[config.mk]
export PLATFORM = sky130hd
export DESIGN_NAME = segmask_gen
export DESIGN_NICKNAME = d
export VERILOG_FILES = /design/src/rtl/segmask_pkg.sv /design/src/rtl/segmask_classify.sv /design/src/rtl/segmask_raster.sv /design/src/rtl/segmask_outreg.sv /design/src/rtl/segmask_gen.sv
export SDC_FILE = /design/constraint.sdc
export NUM_CORES = 1
export LEC_CHECK = 0
export ABC_AREA = 1
export BUFFER_PORTS_ARGS = -buffer_cell sky130_fd_sc_hd__buf_4
export CAP_MARGIN = 20
export CORE_MARGIN = 2
export CORE_UTILIZATION = 54
export CTS_CLUSTER_SIZE = 10
export DETAILED_ROUTE_END_ITERATION = 10
export GPL_ROUTABILITY_DRIVEN = 0
export PLACE_DENSITY = 0.92
export SLEW_MARGIN = 30
export SYNTH_ARGS = -nofsm -noshare
export SYNTH_HDL_FRONTEND = slang
export SYNTH_SLANG_ARGS = --single-unit
[constraint.sdc]
create_clock -name clk -period 4.43 [get_ports clk]
set_clock_uncertainty 0.2 [all_clocks]
set_input_delay 0.886 -clock clk [delete_from_list [all_inputs] [get_ports clk]]
set_output_delay 0.886 -clock clk [all_outputs]
set_load 0.03 [all_outputs]
[src/rtl/segmask_pkg.sv]
package segmask_pkg;
  localparam int unsigned PIX_W_DEF     = 8;
  localparam int unsigned PATCH_DIM_DEF = 128;

  // Mask byte: all ones when set, all zeros when clear.
  function automatic logic [PIX_W_DEF-1:0] mask_byte(input logic hit);
    return hit ? {PIX_W_DEF{1'b1}} : '0;
  endfunction
endpackage

[src/rtl/segmask_classify.sv]
module segmask_classify #(
  parameter int unsigned PIX_W = segmask_pkg::PIX_W_DEF
) (
  input  logic [PIX_W-1:0] region_p,
  input  logic [PIX_W-1:0] boundary_p,
  output logic [PIX_W-1:0] prob_o,
  output logic [PIX_W-1:0] region_o,
  output logic [PIX_W-1:0] sep_o
);
  localparam logic [PIX_W:0] HALF = {2'b01, {(PIX_W-1){1'b0}}};

  logic [PIX_W:0] diff;
  logic           borrow;
  logic           region_hit;
  logic           sep_hit;

  always_comb begin
    diff       = {1'b0, region_p} - {1'b0, boundary_p};
    borrow     = diff[PIX_W];
    region_hit = ({1'b0, region_p} >= HALF);
    sep_hit    = !borrow && (diff >= HALF);
    prob_o     = boundary_p;
    region_o   = region_hit ? {PIX_W{1'b1}} : '0;
    sep_o      = sep_hit ? {PIX_W{1'b1}} : '0;
  end
endmodule

[src/rtl/segmask_raster.sv]
module segmask_raster #(
  parameter int unsigned PATCH_DIM = segmask_pkg::PATCH_DIM_DEF
) (
  input  logic clk,
  input  logic rst_n,
  input  logic step,
  output logic at_first,
  output logic at_last
);
  localparam int unsigned CW = (PATCH_DIM > 1) ? $clog2(PATCH_DIM) : 1;
  localparam logic [CW-1:0] LIM = CW'(PATCH_DIM - 1);

  logic [CW-1:0] col_q;
  logic [CW-1:0] row_q;
  logic          col_end;
  logic          row_end;

  assign col_end  = (col_q == LIM);
  assign row_end  = (row_q == LIM);
  assign at_first = (col_q == '0) && (row_q == '0);
  assign at_last  = col_end && row_end;

  always_ff @(posedge clk) begin
    if (!rst_n) begin
      col_q <= '0;
      row_q <= '0;
    end else if (step) begin
      if (col_end) begin
        col_q <= '0;
        row_q <= row_end ? '0 : row_q + 1'b1;
      end else begin
        col_q <= col_q + 1'b1;
      end
    end
  end
endmodule

[src/rtl/segmask_outreg.sv]
module segmask_outreg #(
  parameter int unsigned PIX_W = segmask_pkg::PIX_W_DEF
) (
  input  logic             clk,
  input  logic             rst_n,
  input  logic             load,
  input  logic             drain,
  input  logic [PIX_W-1:0] prob_d,
  input  logic [PIX_W-1:0] region_d,
  input  logic [PIX_W-1:0] sep_d,
  input  logic             first_d,
  input  logic             last_d,
  output logic             valid_q,
  output logic [PIX_W-1:0] prob_q,
  output logic [PIX_W-1:0] region_q,
  output logic [PIX_W-1:0] sep_q,
  output logic             first_q,
  output logic             last_q
);
  always_ff @(posedge clk) begin
    if (!rst_n) begin
      valid_q <= 1'b0;
    end else if (load) begin
      valid_q <= 1'b1;
    end else if (drain) begin
      valid_q <= 1'b0;
    end
  end

  always_ff @(posedge clk) begin
    if (!rst_n) begin
      prob_q   <= '0;
      region_q <= '0;
      sep_q    <= '0;
      first_q  <= 1'b0;
      last_q   <= 1'b0;
    end else if (load) begin
      prob_q   <= prob_d;
      region_q <= region_d;
      sep_q    <= sep_d;
      first_q  <= first_d;
      last_q   <= last_d;
    end
  end
endmodule

[src/rtl/segmask_gen.sv]
module segmask_gen #(
  parameter int unsigned PIX_W     = segmask_pkg::PIX_W_DEF,
  parameter int unsigned PATCH_DIM = segmask_pkg::PATCH_DIM_DEF
) (
  input  logic             clk,
  input  logic             rst_n,
  input  logic             in_valid,
  output logic             in_ready,
  input  logic [PIX_W-1:0] in_region,
  input  logic [PIX_W-1:0] in_boundary,
  output logic             out_valid,
  input  logic             out_ready,
  output logic [PIX_W-1:0] out_prob,
  output logic [PIX_W-1:0] out_region,
  output logic [PIX_W-1:0] out_sep,
  output logic             out_first,
  output logic             out_last
);
  logic             accept;
  logic             drain;
  logic [PIX_W-1:0] c_prob;
  logic [PIX_W-1:0] c_region;
  logic [PIX_W-1:0] c_sep;
  logic             c_first;
  logic             c_last;

  assign in_ready = !out_valid || out_ready;
  assign accept   = in_valid && in_ready;
  assign drain    = out_valid && out_ready;

  segmask_classify #(.PIX_W(PIX_W)) classify_i (
    .region_p  (in_region),
    .boundary_p(in_boundary),
    .prob_o    (c_prob),
    .region_o  (c_region),
    .sep_o     (c_sep)
  );

  segmask_raster #(.PATCH_DIM(PATCH_DIM)) raster_i (
    .clk     (clk),
    .rst_n   (rst_n),
    .step    (accept),
    .at_first(c_first),
    .at_last (c_last)
  );

  segmask_outreg #(.PIX_W(PIX_W)) outreg_i (
    .clk     (clk),
    .rst_n   (rst_n),
    .load    (accept),
    .drain   (drain),
    .prob_d  (c_prob),
    .region_d(c_region),
    .sep_d   (c_sep),
    .first_d (c_first),
    .last_d  (c_last),
    .valid_q (out_valid),
    .prob_q  (out_prob),
    .region_q(out_region),
    .sep_q   (out_sep),
    .first_q (out_first),
    .last_q  (out_last)
  );
endmodule

After elaboration in Yosys (flattened, before gate mapping)
Index checks and enable logic that the tools add are counted.
Widths: inputs -> output; s select.
{ "op_classes": {"addsub": 3, "magnitude_cmp": 2, "n_mux": 6, "n_reduce_logical": 12, "eq_ne": 2} }
{ "ops": {"columns": ["cell", "n"], "rows": [
  ["$mux 8", 2],
  ["$add 7x1->7 const B", 2],
  ["$eq 7x7->1 const B", 2],
  ["$logic_not 7->1", 2],
  ["$mux 7", 2],
  ["$ge 9x8->1 const B", 1],
  ["$sub 8x8->9", 1],
  ["$ge 8x8->1 const B", 1],
  ["$logic_and 1x1->1", 5],
  ["$logic_not 1->1", 2],
  ["$mux 1", 2],
  ["$reduce_and 2->1", 1],
  ["$reduce_bool 2->1", 1],
  ["$logic_or 1x1->1", 1]
]} }
{ "totals": {"ff_bits": 41, "wordCells": 33} }

Depth between registers and ports, before layout
Gate-level depths: netlist (run 1).
{ "depth": {"depth_word": 4, "mapped_depth": 11, "mapped_depth_nobuf": 11} }

By module
From an unflattened synthesis (run 1), not the netlist that was laid out.
{ "unflattened": {"hier_cells": 304, "hier_area_um2": 2240.9} }
{ "modules_own_cells": {"columns": ["mod", "area_each_um2", "cells_each", "seq_area_each_um2", "n_inst"], "rows": [
  ["segmask_outreg", 979.7, 117, 540.5, 1],
  ["segmask_raster", 757.0, 106, 280.3, 1],
  ["segmask_classify", 476.7, 75, 0.0, 1],
  ["segmask_gen", 27.5, 6, 0.0, 1]
]} }

Worst setup path after synthesis (run 1)
Ideal clock, no wire load.
{ "synth_path": {"path_kind": "input -> register", "from": "input port in_region[0]", "to": "register outreg_i.sep_q[6]", "setup_slack_ns": 2.185, "path_stages": 9, "setup_time_ns": 0.070, "arrival_ns": 1.975, "required_time_ns": 4.160, "path_buffers": 0, "cell_sequence": "inv_1 > ha_1 > fa_1 > nand3b_1 > nand2_1 > nand2_1 > a21oi_1 > nand2_1 > a21oi_1"} }
{ "synth_via": {"elab_chain_cells": 4} }
{ "synth_lines": {"columns": ["item", "line", "text"], "rows": [
  ["from (decl)", "segmask_gen.sv:9", "input logic [PIX_W-1:0] in_region,"],
  ["$sub 8x8->9 *", "segmask_classify.sv:18", "diff = {1'b0, region_p} - {1'b0, boundary_p};"],
  ["$ge 9x8->1 or $logic_not 1->1 (tied branches)", "segmask_classify.sv:21", "sep_hit = !borrow && (diff >= HALF);"],
  ["$logic_and 1x1->1 *", "segmask_classify.sv:21", null],
  ["$mux 8 *", "segmask_classify.sv:24", "sep_o = sep_hit ? {PIX_W{1'b1}} : '0;"],
  ["to (signal assigned)", "segmask_outreg.sv:40", "sep_q <= sep_d;"],
  ["to (decl)", "segmask_outreg.sv:16", "output logic [PIX_W-1:0] sep_q,"]
]} }
Every way passes the cells marked *; elsewhere a longest branch is shown, timed or not.
A chain may end at the register's enable or synchronous reset.

Worst setup path after layout (run 1)
{ "layout_path": {"from": "input port out_ready", "to": "output port in_ready"} }
{ "layout_via": {"elab_chain_cells": 1} }
{ "layout_lines": {"columns": ["item", "line", "text"], "rows": [
  ["from (decl)", "segmask_gen.sv:12", "input logic out_ready,"],
  ["$logic_or 1x1->1", "segmask_gen.sv:27", "assign in_ready = !out_valid || out_ready;"],
  ["to (decl)", "segmask_gen.sv:8", "output logic in_ready,"]
]} }
No other way between the ends.

==> metrics, run 1 <==
status finished clean; critical-path cell list buf_4 -> inv_1 -> nand2_1 -> buf_4; Layout area overhead 19.23%; Crit Path Class input port to output port; FP Rows 19; drt total wl 3003 µm; TNS Setup 0 ps; Tot Pwr 0.4954 mW; Comb pwr share 0.263; fill count 234; post_cts resized 0; grt total ovfl 0; largest net degree at the start of global routing 24; most frequent cells in the layout 47 x buf_4, 32 x nand2_1, 28 x inv_1; CP Data Required Time 3340 ps; post-layout net count 269; fin. max-slew vios 0; Die ar. 3273 µm²; maximum fanout along the worst path 3; max incr delay on CP 170 ps; DR vias/cell 5.113; CTS tree yes; Top Family by Delay on Critical Path buffers and inverters; Yosys reg bits 27; I/O Buffers 47; cell count after synthesis 202; Fin. Hold Viols 0; first-pass GRT wire length 5223 µm; Tightest Pin Transition 360.8 ps; crit path DAT 1270 ps; layout cells sized above 1 0.2468; PD cells 271.7 nW/µm²; Starting Density 0.5593; Leak 0.8925 nW; Post-CTS Setup Bufs 0; Die Ht 57.21 µm; Syn Std Cell Area 1529 µm²; EDFF count, synth 0; number of detailed-route iterations in the first pass 4; RSZ-0062 raised after global routing no; footprint of the multi-input gates 755.7 µm²; htree depth 1; CTS buffer count 3; most used cell, CP buf_4; Synth Warn # 0; DRC Markers 0; WL/cell 11.29 µm; pre-CTS setup slack 1892 ps; Worst slew margin 0.7591; most common cell after layout, fill and taps aside buf_4; register area 540.5 µm²; FMAX 423.7 MHz; VDD IR max 254.3 µV; Detailed Route Iter0 Violations 41; clk root buf clkbuf_4; Hold Slack 277.5 ps; clock share of power 0.210; all-layer global routing usage 0.2013; Primary FF master, synth dfxtp_1; min cycle time layout 2360 ps; via count 1,360; placed cell areas 1797 µm²; Final WS setup 2070 ps; register area share after synthesis 0.3535; sw power 0.1558 mW; syn_area_per_cell 7.569 µm²; initial antenna violation count 0; Sw Ratio 0.3145; Internal 0.3396 mW; Netlist cell types 30; Post-CTS Hold Buffers 0; dpl hpwl 2331 µm; clock sink total 27; Clock Path Buffers 2; Die W 57.21 µm; CORE AREA 2734 µm²; type of the worst min-delay path flip-flop to flip-flop; Slowest cell on crit path buf_4; syn nets 235; worst skew pair latency 330 ps; fin crit share 0.5328; Setup violations, final 0; CTS clk-pin slew, worst paths 140 ps; Max Cap Viol 0; n_diodes 0; CP bufs+invs 3; Antenna Nets Post-Route 0; Ports 48; FFs w/ async S/R, synth 0; vias in the first global route 1,265; Final Instance Area 1823 µm²; share of power burned in registers 0.528; CP Launch Type input port; Critical Path End Type output port
final timing paths:
| path | start | to | slack [ps] | cells past startpoint |
|---|---|---|---|---|
| setup / recovery | out_ready | in_ready | 2070 | 4 |
| hold / removal | outreg_i.last_q | outreg_i.last_q | 280 | 2 |
| setup reg to reg | outreg_i.valid_q | raster_i.row_q[2] | 2570 | 6 |
| hold reg to reg | outreg_i.last_q | outreg_i.last_q | 280 | 2 |
worst reg2reg max path, stage by stage, from the launching register on:
cell     delay (ps)
dfxtp_1         340
nand2_1         100
nand2_1         220
inv_2           360
nand2_4         160
o21ai_2         290
nor3b_1          80
state kept, by name, indices dropped and copies added (netlist names):
register	count
outreg_i.first_q	1
outreg_i.sep_q	1
outreg_i.prob_q	8
outreg_i.valid_q	1
raster_i.row_q	7
outreg_i.region_q	1
raster_i.col_q	7
outreg_i.last_q	1
power by group through the flow:
stage                     Sequential, mW  Clock [mW]  Combinational (mW)
after global placement             0.266           0               0.127
final                              0.261       0.104               0.130
after floorplan                    0.282           0              0.0755
after CTS                          0.261       0.106               0.130
after global routing               0.263       0.120               0.142
after detailed placement           0.267           0               0.130
cells in the mapped netlist, drive strengths merged, types with 2 or more instances:
| library cell | count | area [µm²] |
|---|---|---|
| o21ai | 14 | 73.82 |
| dfxtp | 27 | 540.5 |
| nor2 | 19 | 88.84 |
| inv | 29 | 108.9 |
| nand3 | 9 | 50.05 |
| xnor2 | 2 | 17.52 |
| xor2 | 3 | 26.28 |
| a21oi | 21 | 105.1 |
| nor4 | 2 | 12.51 |
| nor3b | 2 | 15.01 |
| ha | 12 | 150.1 |
| nor3 | 3 | 15.01 |
| nand2 | 33 | 131.4 |
| buf | 17 | 120.1 |
area by class of cell:
cell class	count	share of cell area
clock buffers	4	0.01441
multi-input cells	128	0.4146
flip-flops and latches	27	0.2965
repair buffers	47	0.1935
well taps	31	0.02128
inverters	29	0.05971
per-layer routing:
layer	vias to the layer above	routed length [µm]	track usage
met4	0	30	0.05316
met3	5	165	0.04989
met2	33	1411	0.3530
met1	615	1395	0.2464
met5	-	0	0
li1	707	-	-
through the flow:
| stage | instances | util |
|---|---|---|
| finish | 266 | 0.6668 |
| global route | 266 | 0.6668 |
| floorplan | 202 | - |
| global placement | 262 | 0.6572 |
| detailed placement | 262 | 0.6572 |
| CTS | 266 | 0.6668 |
kinds of logic after synthesis:
logic type,Yosys count,synth area share
and+or+nand+nor,71,0.2177
buffers and inverters,47,0.1522
adders and majority gates,13,0.1113
DFF,27,0.3535
xor gates and xnor gates,5,0.02865
AOI/OAI and AO/OA,39,0.1367
Note: power is estimated with default switching activity, not from simulation.
==> run 2: changes to the inputs <==
--- a/config.mk
+++ b/config.mk
@@ -9,11 +9,11 @@
 export BUFFER_PORTS_ARGS = -buffer_cell sky130_fd_sc_hd__buf_4
 export CAP_MARGIN = 20
 export CORE_MARGIN = 2
-export CORE_UTILIZATION = 54
+export CORE_UTILIZATION = 50
 export CTS_CLUSTER_SIZE = 10
 export DETAILED_ROUTE_END_ITERATION = 10
 export GPL_ROUTABILITY_DRIVEN = 0
-export PLACE_DENSITY = 0.92
+export PLACE_DENSITY = 0.86
 export SLEW_MARGIN = 30
 export SYNTH_ARGS = -nofsm -noshare
 export SYNTH_HDL_FRONTEND = slang
==> constraint.sdc (replaced) <==
create_clock -name clk -period 2.23 [get_ports clk]
set_clock_uncertainty 0.2 [all_clocks]
set_input_delay 0.446 -clock clk [delete_from_list [all_inputs] [get_ports clk]]
set_output_delay 0.446 -clock clk [all_outputs]
set_load 0.03 [all_outputs]
==> metrics, run 2 (synthesis results as in run 1) <==
status finished clean; Post-CTS Hold Buffers 0 (unchanged); initial antenna violation count 0 (unchanged); CTS tree yes; most frequent cells in the layout 49 x buf_4, 32 x nand2_1, 28 x inv_1; Die W 59.30 µm (+3.7%); Crit Path Class flip-flop to output port; DR vias/cell 5.067 (-0.90%); met1 WL 1358 µm (-2.7%); dpl hpwl 2332 µm (about the same); Tightest Pin Transition 290.6 ps (-70.19 ps); htree depth 1 (unchanged); Max Cap Viol 0 (unchanged); Routed met3 length 152 µm (-7.9%); Leak 0.9021 nW (+1.1%); Layout area overhead 20.38%; Cells on Worst Hold Path 3 (+1); Die ar. 3516 µm² (+7.4%); Internal 0.6775 mW (+100%); DRC Markers 0 (unchanged); worst skew pair latency 320 ps (about the same); Die Ht 59.30 µm (+3.7%); CP bufs+invs 1 (-2); type of the worst min-delay path input port to flip-flop; reg2reg path depth 8 (+2); first-pass GRT wire length 4905 µm (-6.1%); CTS buffer count 3 (unchanged); largest registers outreg_i.prob_q (8), raster_i.col_q (7), raster_i.row_q (7); clk root buf clkbuf_4; Slowest cell on crit path dfxtp_1; via count 1,368 (+0.59%); crit path DAT 1060 ps (-210 ps); Post-CTS Setup Bufs 0 (unchanged); CP endpoint out_sep[4]; Ports 48 (unchanged); instance count on the critical path 1 (-3); pre-CTS setup slack 231.3 ps (-1661 ps); fin crit share 0.7670; grt total ovfl 0 (unchanged); CORE AREA 2978 µm² (+8.9%); most common cell after layout, fill and taps aside buf_4; Fin. Hold Viols 0 (unchanged); Crit Reg-Reg Endpoint raster_i.row_q[5]; drt total wl 3016 µm (+0.43%); fin. max-slew vios 0 (unchanged); maximum fanout along the worst path 9 (+6); VDD IR max 367.6 µV (+45%); r2r setup slk 550 ps (-2020 ps); layout cells sized above 1 0.2532 (+0.006356); max incr delay on CP 520 ps (+350 ps); Clock Path Buffers 2 (unchanged); WL/cell 11.17 µm (-1.1%); post-layout net count 271 (+0.74%); DR WL met2 1453 µm (+3.0%); all-layer global routing usage 0.1820 (-0.01934); vias in the first global route 1,178 (-6.9%); RSZ-0062 raised after global routing no; Final Instance Area 1841 µm² (+0.96%); sw power 0.3146 mW (+100%); CTS clk-pin slew, worst paths 150 ps (about the same); critical-path cell list buf_4; max FFs per register 8 (unchanged); n_diodes 0 (unchanged); Comb pwr share 0.265 (+0.002); clock sink total 27 (unchanged); Detailed Route Iter0 Violations 19 (-54%); Largest Register outreg_i.prob_q; post_cts resized 0 (unchanged); Setup violations, final 0 (unchanged); PD cells 539.0 nW/µm² (+98%); FMAX 584.7 MHz; FP Rows 20 (+1); share of power burned in registers 0.523 (-0.005); Critical Path End Type output port; Final WS setup 519.6 ps (-1550 ps); TNS Setup 0 ps (unchanged); placed cell areas 1814 µm² (+0.98%); Sw Ratio 0.3171 (+0.002627); Starting Density 0.5134 (-0.04582); largest net degree at the start of global routing 16 (-33%); clock share of power 0.212 (+0.002); CP Launch Type flip-flop; CP Data Required Time 1580 ps (-1760 ps); Worst slew margin 0.8060 (+0.04688); Antenna Nets Post-Route 0 (unchanged); crit path launch outreg_i.sep_q[6]; FF-to-FF Start raster_i.col_q[0]; min cycle time layout 1710 ps; I/O Buffers 47 (unchanged); Top Family by Delay on Critical Path flip-flops; number of detailed-route iterations in the first pass 4 (unchanged); max layer used met4
[run 2: cell count changes in the layout (fill, tap and decap cells not counted)]
cell,delta
buf_4,+2
[run 2: stage by stage]
step	total power, mW	cells	hold slack (ps)	util
2_1_floorplan	0.7105	202	243.6	-
6_report	0.9921	270	171.1	0.6181
3_5_place_dp	0.7922	266	256.0	0.6092
4_1_cts	1.003	270	159.3	0.6181
3_3_place_gp	0.7865	266	253.5	0.6092
5_1_grt	1.045	270	171.2	0.6181
[run 2: area by class of cell]
type,count,area (µm²)
Fill cell,285,1137
Sequential cell,27,540.5
Tap cell,33,41.29
Inverter,29,108.9
Clock buffer,4,26.28
Multi-Input combinational cell,128,755.7
Timing Repair Buffer,49,367.9
[run 2: worst min-delay path by stage]
stage	endpoint	slack [ps]	startpoint
floorplan	raster_i.row_q[6]	240	raster_i.row_q[6]
global placement	outreg_i.last_q	250	outreg_i.last_q
detailed placement	outreg_i.last_q	260	outreg_i.last_q
CTS	outreg_i.prob_q[6]	160	in_boundary[6]
global route	outreg_i.prob_q[3]	170	in_boundary[3]
finish	outreg_i.prob_q[6]	170	in_boundary[6]
[run 2: metal layers]
metal,up-vias,global-route usage
met5,-,0
met4,0,0.06818
met3,6,0.02183
met2,41,0.3359
met1,610,0.2117
li1,711,-
[run 2: power by group through the flow]
stage / sequential (mW) / clock [mW] / combinational, mW
after floorplan: 0.560 / 0 / 0.150
after global placement: 0.528 / 0 / 0.258
after detailed placement: 0.529 / 0 / 0.263
after CTS: 0.519 / 0.220 / 0.264
after global routing: 0.522 / 0.235 / 0.288
final: 0.518 / 0.211 / 0.263
==> run 3: changes to the inputs <==
==> constraint.sdc (replaced) <==
create_clock -name clk -period 1.77 [get_ports clk]
set_clock_uncertainty 0.2 [all_clocks]
set_input_delay 0.354 -clock clk [delete_from_list [all_inputs] [get_ports clk]]
set_output_delay 0.354 -clock clk [all_outputs]
set_load 0.03 [all_outputs]
==> metrics, run 3 (synthesis results as in run 1) <==
status finished clean; CTS clk-pin slew, worst paths 140 ps (about the same); Worst slew margin 0.8081 (+0.002040); placed insts 267 (+0.38%); CORE AREA 2978 µm² (unchanged); fill count 277 (-2.8%); DR vias/cell 4.900 (-3.3%); hold_sp in_boundary[5]; I/O Buffers 47 (unchanged); initial antenna violation count 0 (unchanged); via count 1,328 (-2.9%); number of detailed-route iterations in the first pass 4 (unchanged); vias in the first global route 1,231 (+4.5%); Max Cap Viol 0 (unchanged); Critical Path End Type flip-flop; Fin. Hold Viols 0 (unchanged); Setup violations, final 0 (unchanged); FF-to-FF Start raster_i.col_q[1]; FP Rows 20 (unchanged); Leak 0.9082 nW (+0.68%); Hold Slack 69.56 ps (-101.6 ps); Ports 48 (unchanged); Cells on Worst Hold Path 3 (unchanged); htree depth 1 (unchanged); VDD IR max 489.5 µV (+33%); Crit Reg-Reg Endpoint raster_i.row_q[5]; Layout area overhead 21.44%; Die ar. 3516 µm² (unchanged); TNS Setup 0 ps (unchanged); first-pass GRT wire length 5106 µm (+4.1%); CTS buffer count 3 (unchanged); largest net degree at the start of global routing 16 (unchanged); FMAX 605.3 MHz; Starting Density 0.5134 (unchanged); clk root buf clkbuf_4; dpl hpwl 2298 µm (-1.4%); critical-path cell list ha_1 -> nand3_2 -> nor2_4 -> nand2_4 -> nor2_4 -> nand2_1 -> xor2_1 -> nor2_2; all-layer global routing usage 0.1894 (+0.007390); max incr delay on CP 390 ps (-130 ps); layout cells sized above 1 0.2605 (+0.007340); post-layout net count 272 (+0.37%); Clock Path Buffers 2 (unchanged); fin crit share 0.9333; max FFs per register 8 (unchanged); Tot Pwr 1.255 mW (+27%); Non-Filler Instances 271 (+0.37%); clock sink total 27 (unchanged); maximum fanout along the worst path 10 (+1); r2r setup slk 120 ps (-430 ps); CTS tree yes; most common cell after layout, fill and taps aside buf_4; grt total ovfl 0 (unchanged); largest registers outreg_i.prob_q (8), raster_i.col_q (7), raster_i.row_q (7); RSZ-0062 raised after global routing no; Crit Path Class flip-flop to flip-flop; PD cells 676.1 nW/µm² (+25%); Detailed Route Iter0 Violations 43 (+24); fin. max-slew vios 0 (unchanged); DRC Markers 0 (unchanged); crit path DAT 1690 ps (+630 ps); Antenna Nets Post-Route 0 (unchanged); CP Launch Type flip-flop; CP Data Required Time 1800 ps (+220 ps); min cycle time layout 1652 ps; type of the worst min-delay path input port to flip-flop; Largest Register outreg_i.prob_q; Tightest Pin Transition 285.3 ps (-5.293 ps); n_diodes 0 (unchanged); WL/cell 11.02 µm (-1.3%); Slowest cell on crit path dfxtp_1; worst skew pair latency 330 ps (about the same); reg2reg path depth 8 (unchanged); drt total wl 2987 µm (-0.96%); WHS Endpoint outreg_i.prob_q[5]; most frequent cells in the layout 50 x buf_4, 32 x nand2_1, 28 x inv_1; Die Ht 59.30 µm (unchanged); Post-CTS Hold Buffers 0 (unchanged); most used cell, CP nor2_4; Die W 59.30 µm (unchanged)
[run 3: cell type report]
cell class                 count  area [µm²]  area share
clock buffer                   4       26.28     0.01415
inverter                      29       108.9     0.05863
multi-input combinational    128       763.2      0.4111
sequential                    27       541.8      0.2918
tap                           33       41.29     0.02224
timing repair buffer          50       375.4      0.2022
[run 3: worst max-delay path: cells and delay by family (launching register included)]
family                   cells  cell delay, ps
flip-flops                   1             390
AND/OR/NAND/NOR              6             600
adder cells (fa/ha/maj)      1             220
XOR/XNOR                     1             160
[run 3: stage by stage]
step | worst slack [ps] | cell area, µm² | util
2_1_floorplan | 26.23 | 1529 | -
3_3_place_gp | -94.58 | 1822 | 0.6118
3_5_place_dp | -105.1 | 1822 | 0.6118
4_1_cts | 97.56 | 1848 | 0.6206
5_1_grt | 27.75 | 1857 | 0.6235
6_report | 118.0 | 1857 | 0.6235
[run 3: routing by layer]
metal | wire length [µm] | global-route usage | up-vias | part of all wire
met1 | 1429 | 0.2337 | 589 | 0.48
met3 | 146 | 0.02838 | 4 | 0.049
met2 | 1369 | 0.3234 | 31 | 0.46
li1 | - | - | 704 | -
met5 | 0 | 0 | - | 0
met4 | 42 | 0.08442 | 0 | 0.014
[run 3: report_power, final]
part	internal, mW	total (mW)	switching [mW]
clock	0.0884	0.268	0.180
sequential	0.634	0.654	0.0198
combinational	0.134	0.333	0.199
[run 3: worst max path at each step]
stage               depth (start not counted)                 to              start
detailed placement                         10  outreg_i.sep_q[6]       in_region[0]
global placement                           10  outreg_i.sep_q[6]       in_region[0]
global route                                8  raster_i.row_q[5]  raster_i.col_q[1]
floorplan                                   7  raster_i.col_q[5]   outreg_i.valid_q
finish                                      8  raster_i.row_q[5]  raster_i.col_q[1]
CTS                                         6  raster_i.row_q[2]  raster_i.col_q[0]
[run 3: timing repair]
item / CTS / global route
setup buffers: 0 / 0
setup endpoints to repair: 0 / 1
gates resized for setup: 0 / 2
